$ cat src/rtl/rws_pkg.sv
package rws_pkg;
  typedef enum logic [1:0] {
    GM_RAW_FAST = 2'b00,
    GM_RAW      = 2'b01,
    GM_SAT      = 2'b10,
    GM_CLAMP0   = 2'b11
  } gain_mode_e;
endpackage

$ cat src/rtl/rws_fit_scan.sv
module rws_fit_scan #(
  parameter int IN_W     = 32,
  parameter int OUT_W    = 20,
  parameter int WIN_N    = 4,
  parameter int WIN_STEP = 4,
  localparam int SEL_W   = $clog2(WIN_N)
) (
  input  logic [IN_W-1:0]  res_i,
  output logic [WIN_N-1:0] fits_o,
  output logic [SEL_W-1:0] auto_sel_o
);
  // a window fits when everything from its top bit upward is one sign run
  for (genvar k = 0; k < WIN_N; k++) begin : g_fit
    localparam int SH = (WIN_N - 1 - k) * WIN_STEP + OUT_W - 1;
    logic signed [IN_W-1:0] sh;
    assign sh        = $signed(res_i) >>> SH;
    assign fits_o[k] = (sh == '0) || (&sh);
  end

  // highest fitting code wins (lowest bit offset)
  always_comb begin
    auto_sel_o = '0;
    for (int k = 0; k < WIN_N; k++) begin
      if (fits_o[k]) auto_sel_o = SEL_W'(k);
    end
  end
endmodule

$ cat src/rtl/rws_window_mux.sv
module rws_window_mux #(
  parameter int IN_W     = 32,
  parameter int OUT_W    = 20,
  parameter int WIN_N    = 4,
  parameter int WIN_STEP = 4,
  localparam int SEL_W   = $clog2(WIN_N)
) (
  input  logic [IN_W-1:0]  res_i,
  input  logic [SEL_W-1:0] sel_i,
  input  logic [WIN_N-1:0] fits_i,
  output logic [OUT_W-1:0] win_o,
  output logic             ovf_o
);
  always_comb begin
    win_o = '0;
    ovf_o = 1'b0;
    for (int k = 0; k < WIN_N; k++) begin
      if (sel_i == SEL_W'(k)) begin
        win_o = res_i[(WIN_N-1-k)*WIN_STEP +: OUT_W];
        ovf_o = ~fits_i[k];
      end
    end
  end
endmodule

$ cat src/rtl/rws_gain_clamp.sv
module rws_gain_clamp
  import rws_pkg::*;
#(
  parameter int OUT_W = 20
) (
  input  gain_mode_e       mode_i,
  input  logic [OUT_W-1:0] win_i,
  input  logic             ovf_i,
  input  logic             neg_i,
  output logic [OUT_W-1:0] data_o
);
  localparam logic [OUT_W-1:0] POS_LIM = {1'b0, {(OUT_W-1){1'b1}}};
  localparam logic [OUT_W-1:0] NEG_LIM = {1'b1, {(OUT_W-1){1'b0}}};

  always_comb begin
    unique case (mode_i)
      GM_SAT:    data_o = ovf_i ? (neg_i ? NEG_LIM : POS_LIM) : win_i;
      GM_CLAMP0: data_o = neg_i ? '0 : (ovf_i ? POS_LIM : win_i);
      default:   data_o = win_i;
    endcase
  end
endmodule

$ cat src/rtl/rws_delay_line.sv
module rws_delay_line #(
  parameter int W     = 20,
  parameter int DEPTH = 14
) (
  input  logic         clk_i,
  input  logic         rst_ni,
  input  logic         v_i,
  input  logic [W-1:0] d_i,
  output logic         v_o,
  output logic [W-1:0] d_o
);
  logic [W-1:0]     d_q [DEPTH];
  logic [DEPTH-1:0] v_q;

  for (genvar s = 0; s < DEPTH; s++) begin : g_stage
    if (s == 0) begin : g_head
      always_ff @(posedge clk_i or negedge rst_ni) begin
        if (!rst_ni) begin
          v_q[s] <= 1'b0;
          d_q[s] <= '0;
        end else begin
          v_q[s] <= v_i;
          d_q[s] <= v_i ? d_i : '0;
        end
      end
    end else begin : g_body
      always_ff @(posedge clk_i or negedge rst_ni) begin
        if (!rst_ni) begin
          v_q[s] <= 1'b0;
          d_q[s] <= '0;
        end else begin
          v_q[s] <= v_q[s-1];
          d_q[s] <= d_q[s-1];
        end
      end
    end
  end

  assign v_o = v_q[DEPTH-1];
  assign d_o = d_q[DEPTH-1];
endmodule

$ cat src/rtl/result_window_sat.sv
module result_window_sat
  import rws_pkg::*;
#(
  parameter int IN_W       = 32,
  parameter int OUT_W      = 20,
  parameter int WIN_N      = 4,
  parameter int WIN_STEP   = 4,
  parameter int FAST_LAT   = 1,
  parameter int GAIN_EXTRA = 13,
  localparam int SEL_W     = $clog2(WIN_N),
  localparam int GAIN_LAT  = FAST_LAT + GAIN_EXTRA
) (
  input  logic             clk_i,
  input  logic             rst_ni,
  input  logic             res_valid_i,
  input  logic [IN_W-1:0]  res_i,
  input  logic             auto_sel_i,
  input  logic [SEL_W-1:0] win_sel_i,
  input  logic [1:0]       mode_i,
  output logic             out_valid_o,
  output logic [OUT_W-1:0] out_data_o
);
  logic [WIN_N-1:0] fits;
  logic [SEL_W-1:0] auto_code, sel_code;
  logic [OUT_W-1:0] win, gain_d, fast_d, slow_d;
  logic             win_ovf, fast_v, slow_v;
  gain_mode_e       mode;

  assign mode     = gain_mode_e'(mode_i);
  assign sel_code = auto_sel_i ? auto_code : win_sel_i;

  rws_fit_scan #(
    .IN_W(IN_W), .OUT_W(OUT_W), .WIN_N(WIN_N), .WIN_STEP(WIN_STEP)
  ) u_fit (
    .res_i      (res_i),
    .fits_o     (fits),
    .auto_sel_o (auto_code)
  );

  rws_window_mux #(
    .IN_W(IN_W), .OUT_W(OUT_W), .WIN_N(WIN_N), .WIN_STEP(WIN_STEP)
  ) u_win (
    .res_i  (res_i),
    .sel_i  (sel_code),
    .fits_i (fits),
    .win_o  (win),
    .ovf_o  (win_ovf)
  );

  rws_gain_clamp #(.OUT_W(OUT_W)) u_clamp (
    .mode_i (mode),
    .win_i  (win),
    .ovf_i  (win_ovf),
    .neg_i  (res_i[IN_W-1]),
    .data_o (gain_d)
  );

  rws_delay_line #(.W(OUT_W), .DEPTH(GAIN_LAT)) u_slow (
    .clk_i  (clk_i),
    .rst_ni (rst_ni),
    .v_i    (res_valid_i && (mode != GM_RAW_FAST)),
    .d_i    (gain_d),
    .v_o    (slow_v),
    .d_o    (slow_d)
  );

  rws_delay_line #(.W(OUT_W), .DEPTH(FAST_LAT)) u_fast (
    .clk_i  (clk_i),
    .rst_ni (rst_ni),
    .v_i    (res_valid_i && (mode == GM_RAW_FAST)),
    .d_i    (win),
    .v_o    (fast_v),
    .d_o    (fast_d)
  );

  // older item on the long path has priority on a collision
  always_comb begin
    out_valid_o = slow_v | fast_v;
    if (slow_v)      out_data_o = slow_d;
    else if (fast_v) out_data_o = fast_d;
    else             out_data_o = '0;
  end
endmodule

$ cat config.mk
export PLATFORM = sky130hd
export DESIGN_NAME = result_window_sat
export DESIGN_NICKNAME = d
export VERILOG_FILES = /design/src/rtl/rws_pkg.sv /design/src/rtl/rws_fit_scan.sv /design/src/rtl/rws_window_mux.sv /design/src/rtl/rws_gain_clamp.sv /design/src/rtl/rws_delay_line.sv /design/src/rtl/result_window_sat.sv
export SDC_FILE = /design/constraint.sdc
export NUM_CORES = 1
export LEC_CHECK = 0
export BUFFER_PORTS_ARGS = -buffer_cell sky130_fd_sc_hd__clkbuf_2
export CAP_MARGIN = 25
export CORE_MARGIN = 1.5
export CORE_UTILIZATION = 35
export CTS_BUF_LIST = sky130_fd_sc_hd__clkbuf_4
export DETAILED_ROUTE_END_ITERATION = 8
export GPL_TIMING_DRIVEN = 0
export PLACE_DENSITY = 0.5
export SYNTH_ARGS = -nofsm -noshare
export SYNTH_HDL_FRONTEND = slang
export SYNTH_SLANG_ARGS = --single-unit
$ cat constraint.sdc
create_clock -name clk_i -period 1.4 [get_ports clk_i]
set_input_delay 0 -clock clk_i [delete_from_list [all_inputs] [get_ports clk_i]]
set_output_delay 0 -clock clk_i [all_outputs]
set_load 0.03 [all_outputs]
Word level (Yosys, flattened, before mapping). Cells that the tools add are included.

Register bits after elaboration: 315. Bits of input ports: 40. Output and inout port bits: 21. Word-level logic and storage cells: 77.

Equality and inequality tests: 5. Multiplexer cells: 21. Bitwise operators: 5. Reductions and logical operators: 16.

Operators with widths (count): two-way mux 20 bit (12); zero test 32 bit (4); case mux 20 bit (2 select lines) (1); AND reduction 13 bit (1); AND reduction 9 bit (1); equality test 2 bit, second input constant (4); two-way mux 2 bit (3); two-way mux 1 bit (5); AND reduction 5 bit (1); zero test 2 bit (2); logical OR 1 bit (4); NOT 1 bit (4); equality test 2 x 1 -> 1 bit, second input constant (1); logical AND 1 bit (2); nonzero test 2 bit (1); OR 1 bit (1).

Logic depth before layout (Yosys ltp).
Depth after elaboration: 15. Depth in mapped cells: 7. Gate-level depth less buffers: 6.

Cells and area by module. Synthesis repeated with hierarchy kept, for this count alone.

Cell total of the unflattened synthesis: 507. Area total of the unflattened synthesis: 9486.6 um2.

Modules (own cells, without submodules): rws_delay_line at u_slow (instances 1, cells an instance 336, area an instance 7668.6 um2, seq. area each 7357.1 um2); rws_delay_line at u_fast (instances 1, cells an instance 43, area an instance 686.9 um2, seq. area each 525.5 um2); rws_window_mux (instances 1, cells an instance 26, area an instance 513.0 um2, seq. area each 0.0 um2); result_window_sat (instances 1, cells an instance 34, area an instance 261.5 um2, seq. area each 0.0 um2); rws_gain_clamp (instances 1, cells an instance 48, area an instance 239.0 um2, seq. area each 0.0 um2); rws_fit_scan (instances 1, cells an instance 20, area an instance 117.6 um2, seq. area each 0.0 um2).

Worst setup path after synthesis. Ideal clock, no wire load.

Kind: input -> register. From: input res_i[27]. To: register u_slow.d_q[272] (netlist bit). Setup time: 0.083 ns. Arrival: 1.621 ns. Required time: 1.317 ns. Slack: -0.303 ns. Cell stages on the path: 7. Buffers on the path: 1. Path through: nor4_1 and2_1 o211ai_1 a31oi_1 clkbuf_8 mux2_2 o21ai_0.

Word-level cells in the longest chain between the ends: 15. Elaborated cells on any way between the ends: 33. Those cells by class: 3 x eq/ne; 17 x mux; 3 x bitwise; 10 x reduce/logical.

Ends and longest elaborated chain: from (decl) (RTL line result_window_sat.sv:16) `input logic [IN_W-1:0] res_i,`; zero test 32 bit / AND reduction 5 bit (equally long branches) (RTL line rws_fit_scan.sv:17) `assign fits_o[k] = (sh == '0) || (&sh);`; logical OR 1 bit (RTL line rws_fit_scan.sv:17); two-way mux 1 bit (RTL line rws_fit_scan.sv:24) `if (fits_o[k]) auto_sel_o = SEL_W'(k);`; two-way mux 2 bit (2 in series) (RTL line rws_fit_scan.sv:24); two-way mux 2 bit (RTL line result_window_sat.sv:30) `assign sel_code = auto_sel_i ? auto_code : win_sel_i;`; zero test 2 bit (RTL line rws_window_mux.sv:18) `if (sel_i == SEL_W'(k)) begin`; two-way mux 20 bit / two-way mux 1 bit (equally long branches) (4 in series) (RTL line rws_window_mux.sv:18); two-way mux 20 bit (2 in series) (RTL line rws_gain_clamp.sv:18) `GM_CLAMP0: data_o = neg_i ? '0 : (ovf_i ? POS_LIM : win_i);`; case mux 20 bit (2 select lines) * (RTL line rws_gain_clamp.sv:16) `unique case (mode_i)`; two-way mux 20 bit * (RTL line rws_delay_line.sv:23) `d_q[s] <= v_i ? d_i : '0;`; to (signal, indexed assignment) (RTL line rws_delay_line.sv:23); to (decl) (RTL line rws_delay_line.sv:12) `logic [W-1:0] d_q [DEPTH];`.

Every way passes the cells marked *; elsewhere a longest branch is shown, timed or not.

Worst setup path in the final report.
From: register u_slow.v_q[13] (netlist: u_slow.v_o). To: output out_data_o[8].

Word-level cells in the longest chain between the ends: 1.

Ends and longest elaborated chain: from (decl) (RTL line rws_delay_line.sv:13) `logic [DEPTH-1:0] v_q;`; from (signal, indexed assignment) (RTL line rws_delay_line.sv:32) `v_q[s] <= v_q[s-1];`; two-way mux 20 bit (RTL line result_window_sat.sv:79) `if (slow_v) out_data_o = slow_d;`; to (decl) (RTL line result_window_sat.sv:21) `output logic [OUT_W-1:0] out_data_o`.

Every way passes these cells.

==> flow_summary.json <==
{
  "status": "complete, but fails checks",
  "violations": "hold timing, setup timing",
  "r2r_start": "u_slow.d_q[141]$_DFF_PN0_",
  "grt_overflow": 0,
  "fmax_mhz": 566,
  "grt.total_usage": 0.127,
  "syn_area_per_cell_sq_um": 19.3,
  "final.setup.tns_ns": -7.12,
  "place_hpwl_um": 9540,
  "slew_headroom": 0.583,
  "synth_edf_count": 0,
  "end_kind": "output pin",
  "worst_r2r_path_depth": 0,
  "leakagePower_nw": 5.88,
  "worst_slack_ns": -0.368,
  "busiest_layer": "met2",
  "area_growth_pct": 28.8,
  "wl_per_cell_um": 14.8,
  "drc": 0,
  "holdWs_ns": -0.0362,
  "syn_area_sq_um": 9170,
  "finalSetupViolations": 21,
  "drt_wl_total_um": 15500,
  "synth_seq_area_share": 0.859,
  "syn-num-nets": 516,
  "worstHoldPathType": "input pin to asynchronous set/reset pin",
  "ir_worst_vdd_v": 0.000506,
  "die_h_um": 165,
  "fin_nets": 714,
  "yosysWarningCount": 0,
  "slew_violations": 0,
  "crit_buf_inv": 2,
  "fin_cells": 1044,
  "clk_pin_slew_ns": 0.06,
  "dr.pass1.iters": 4,
  "min_period_ns": 1.77,
  "r2r-end": "u_slow.d_q[121]$_DFF_PN0_",
  "drive_above_1_share": 0.372,
  "vias": 4481,
  "die_w_um": 165,
  "finalCritPeriodShare": 1.26,
  "grt_pass1_wl_um": 25900,
  "startpoint_type": "flop",
  "met1_usage": 0.172,
  "hold_violations": 60,
  "cts-root-buf": "clkbuf_4",
  "start_util": 0.354,
  "grtUsageMet3": 0.0389,
  "crit_chain": "nor2b_4 > buf_12 > a22o_2 > buf_8",
  "clkLatencyLatePin_ns": 0.63,
  "tightestPinTransition_ns": 0.625,
  "rsz0062_at_grt": "true",
  "fp-row-count": 59,
  "port_buffers": 60,
  "place.gp.congestion": 0.855,
  "worstSetupPathType": "flop to output pin",
  "max-clock-path-buffers": 3,
  "cp_slowest_cell": "dfrtp_2",
  "antenna_found_initial": 3,
  "clock-sinks": 315,
  "grt_max_degree": 118,
  "die-area_sq_um": 27200,
  "arrival_ns": 1.77,
  "ys_ff_latch": 315,
  "htreeDepth": 3,
  "core_area_sq_um": 25900,
  "critPathRequiredTime_ns": 1.40,
  "grt_pass1_vias": 4994,
  "path_max_fanout": 10,
  "place_inst": 873,
  "drt_iter0_drc": 163,
  "power_per_cell_area_nw_per_um2": 1500,
  "rrSetupSlack_ns": 0.89,
  "drv_cap": 0,
  "io_pins": 61,
  "synth-async-reset-ratio": 1.00,
  "critical_path.top_delay_family": "flip-flops",
  "skew_ns": 0.0360,
  "drtAntennaViolNets": 0,
  "cts-buffers-inserted": 77,
  "ys_types": 35,
  "synthCells": 476,
  "synth_ff_type": "dfrtp_1",
  "tritoncts": "yes",
  "cp_slowest_stage_delay_ns": 0.45,
  "viasPerCell": 4.29,
  "use_met2": 0.185
}
-- cells in the final DEF, fill, tap and decap left out, drive strengths merged, types with 4 or more instances in the layout --
cell type	instances
dfrtp	315
clkbuf	147
buf	42
dlygate4sd3	41
mux2i	24
nor2	24
mux2	20
a22o	19
o21ai	18
clkinv	10
a21oi	7
inv	5
nand2	4
and4	4
-- flip-flops by register name, indices dropped and copies added, names as in the netlist --
signal and cells:
u_fast.d_o 20, u_fast.v_o 1, u_slow.d_o 20, u_slow.d_q 260, u_slow.v_o 1, u_slow.v_q 13
-- what timing repair did --
| action | in CTS | in global routing |
|---|---|---|
| pin swaps | 1 | 9 |
| hold endpoints to repair | 136 | 17 |
| gates resized for setup | 55 | 50 |
| hold buffers | 39 | 4 |
| setup endpoints to repair | 21 | 75 |
| buffers inserted | 4 | 11 |
-- Yosys cell counts (4+ instances only) --
cell | count | share of area
a21oi_1 | 7 | 0.0038
a22o_1 | 19 | 0.018
buf_6 | 5 | 0.0061
clkbuf_1 | 5 | 0.0020
dfrtp_1 | 315 | 0.86
inv_1 | 4 | 0.0016
mux2_2 | 20 | 0.025
mux2i_1 | 24 | 0.026
nand2_1 | 4 | 0.0016
nor2_1 | 24 | 0.0098
o21ai_0 | 6 | 0.0033
o21ai_2 | 11 | 0.011
-- cell families (layout without fill, tap and decap cells) --
logic type / count (synthesis) / after routing / share of synthesized area
AOI/OAI and AO/OA: 51 / 51 / 0.0486
other: 0 / 2 / 0
buffers and inverters: 16 / 247 / 0.0117
xor gates and xnor gates: 1 / 1 / 0.000955
muxes: 44 / 44 / 0.0507
and+or+nand+nor: 49 / 49 / 0.0286
DFF: 315 / 315 / 0.859
-- metal layers --
metal  up-vias  wire [um]
met5         -          0
met4         0        371
met3        30        770
met2       135       7260
met1      2280       7050
li1       2036          -
-- stage by stage --
stage / utilization / total power, W / area (sq um) / setup WS [ns]
floorplan: - / 0.0106 / 9330 / -0.215
global placement: 0.388 / 0.0111 / 10000 / -5.83
detailed placement: 0.390 / 0.0112 / 10100 / -0.705
CTS: 0.448 / 0.0181 / 11600 / -0.473
global route: 0.456 / 0.0188 / 11800 / -0.471
finish: 0.456 / 0.0178 / 11800 / -0.368
-- power breakdown --
part / leakage, nW / switching, W / internal, W
combinational: 1.23 / 0.000623 / 0.000517
clock: 0.499 / 0.00312 / 0.00345
sequential: 4.15 / 0.000199 / 0.00986
total: 5.88 / 0.00395 / 0.0138
-- worst max-delay path by stage --
stage	startpoint	slack, ns	to	cells past startpoint
final	u_slow.v_o$_DFF_PN0_	-0.37	out_data_o[8]	4
after global routing	u_slow.v_o$_DFF_PN0_	-0.47	out_data_o[16]	4
after CTS	u_fast.v_o$_DFF_PN0_	-0.47	out_data_o[15]	5
after detailed placement	u_slow.v_o$_DFF_PN0_	-0.71	out_data_o[15]	5
after global placement	rst_ni	-5.83	u_slow.d_q[160]$_DFF_PN0_	1
after floorplan	auto_sel_i	-0.22	u_slow.d_q[266]$_DFF_PN0_	7
-- area by class of cell --
cell class,instances,area [sq um]
Antenna cell,2,5.00
Buffer,11,120
Clock buffer,100,751
Clock inverter,12,77.6
Fill cell,2234,14100
Inverter,4,15.0
Multi-Input combinational cell,145,1410
Sequential cell,315,7880
Tap cell,335,419
Timing Repair Buffer,120,1130
No activity file was read; power rests on OpenSTA's default activity.
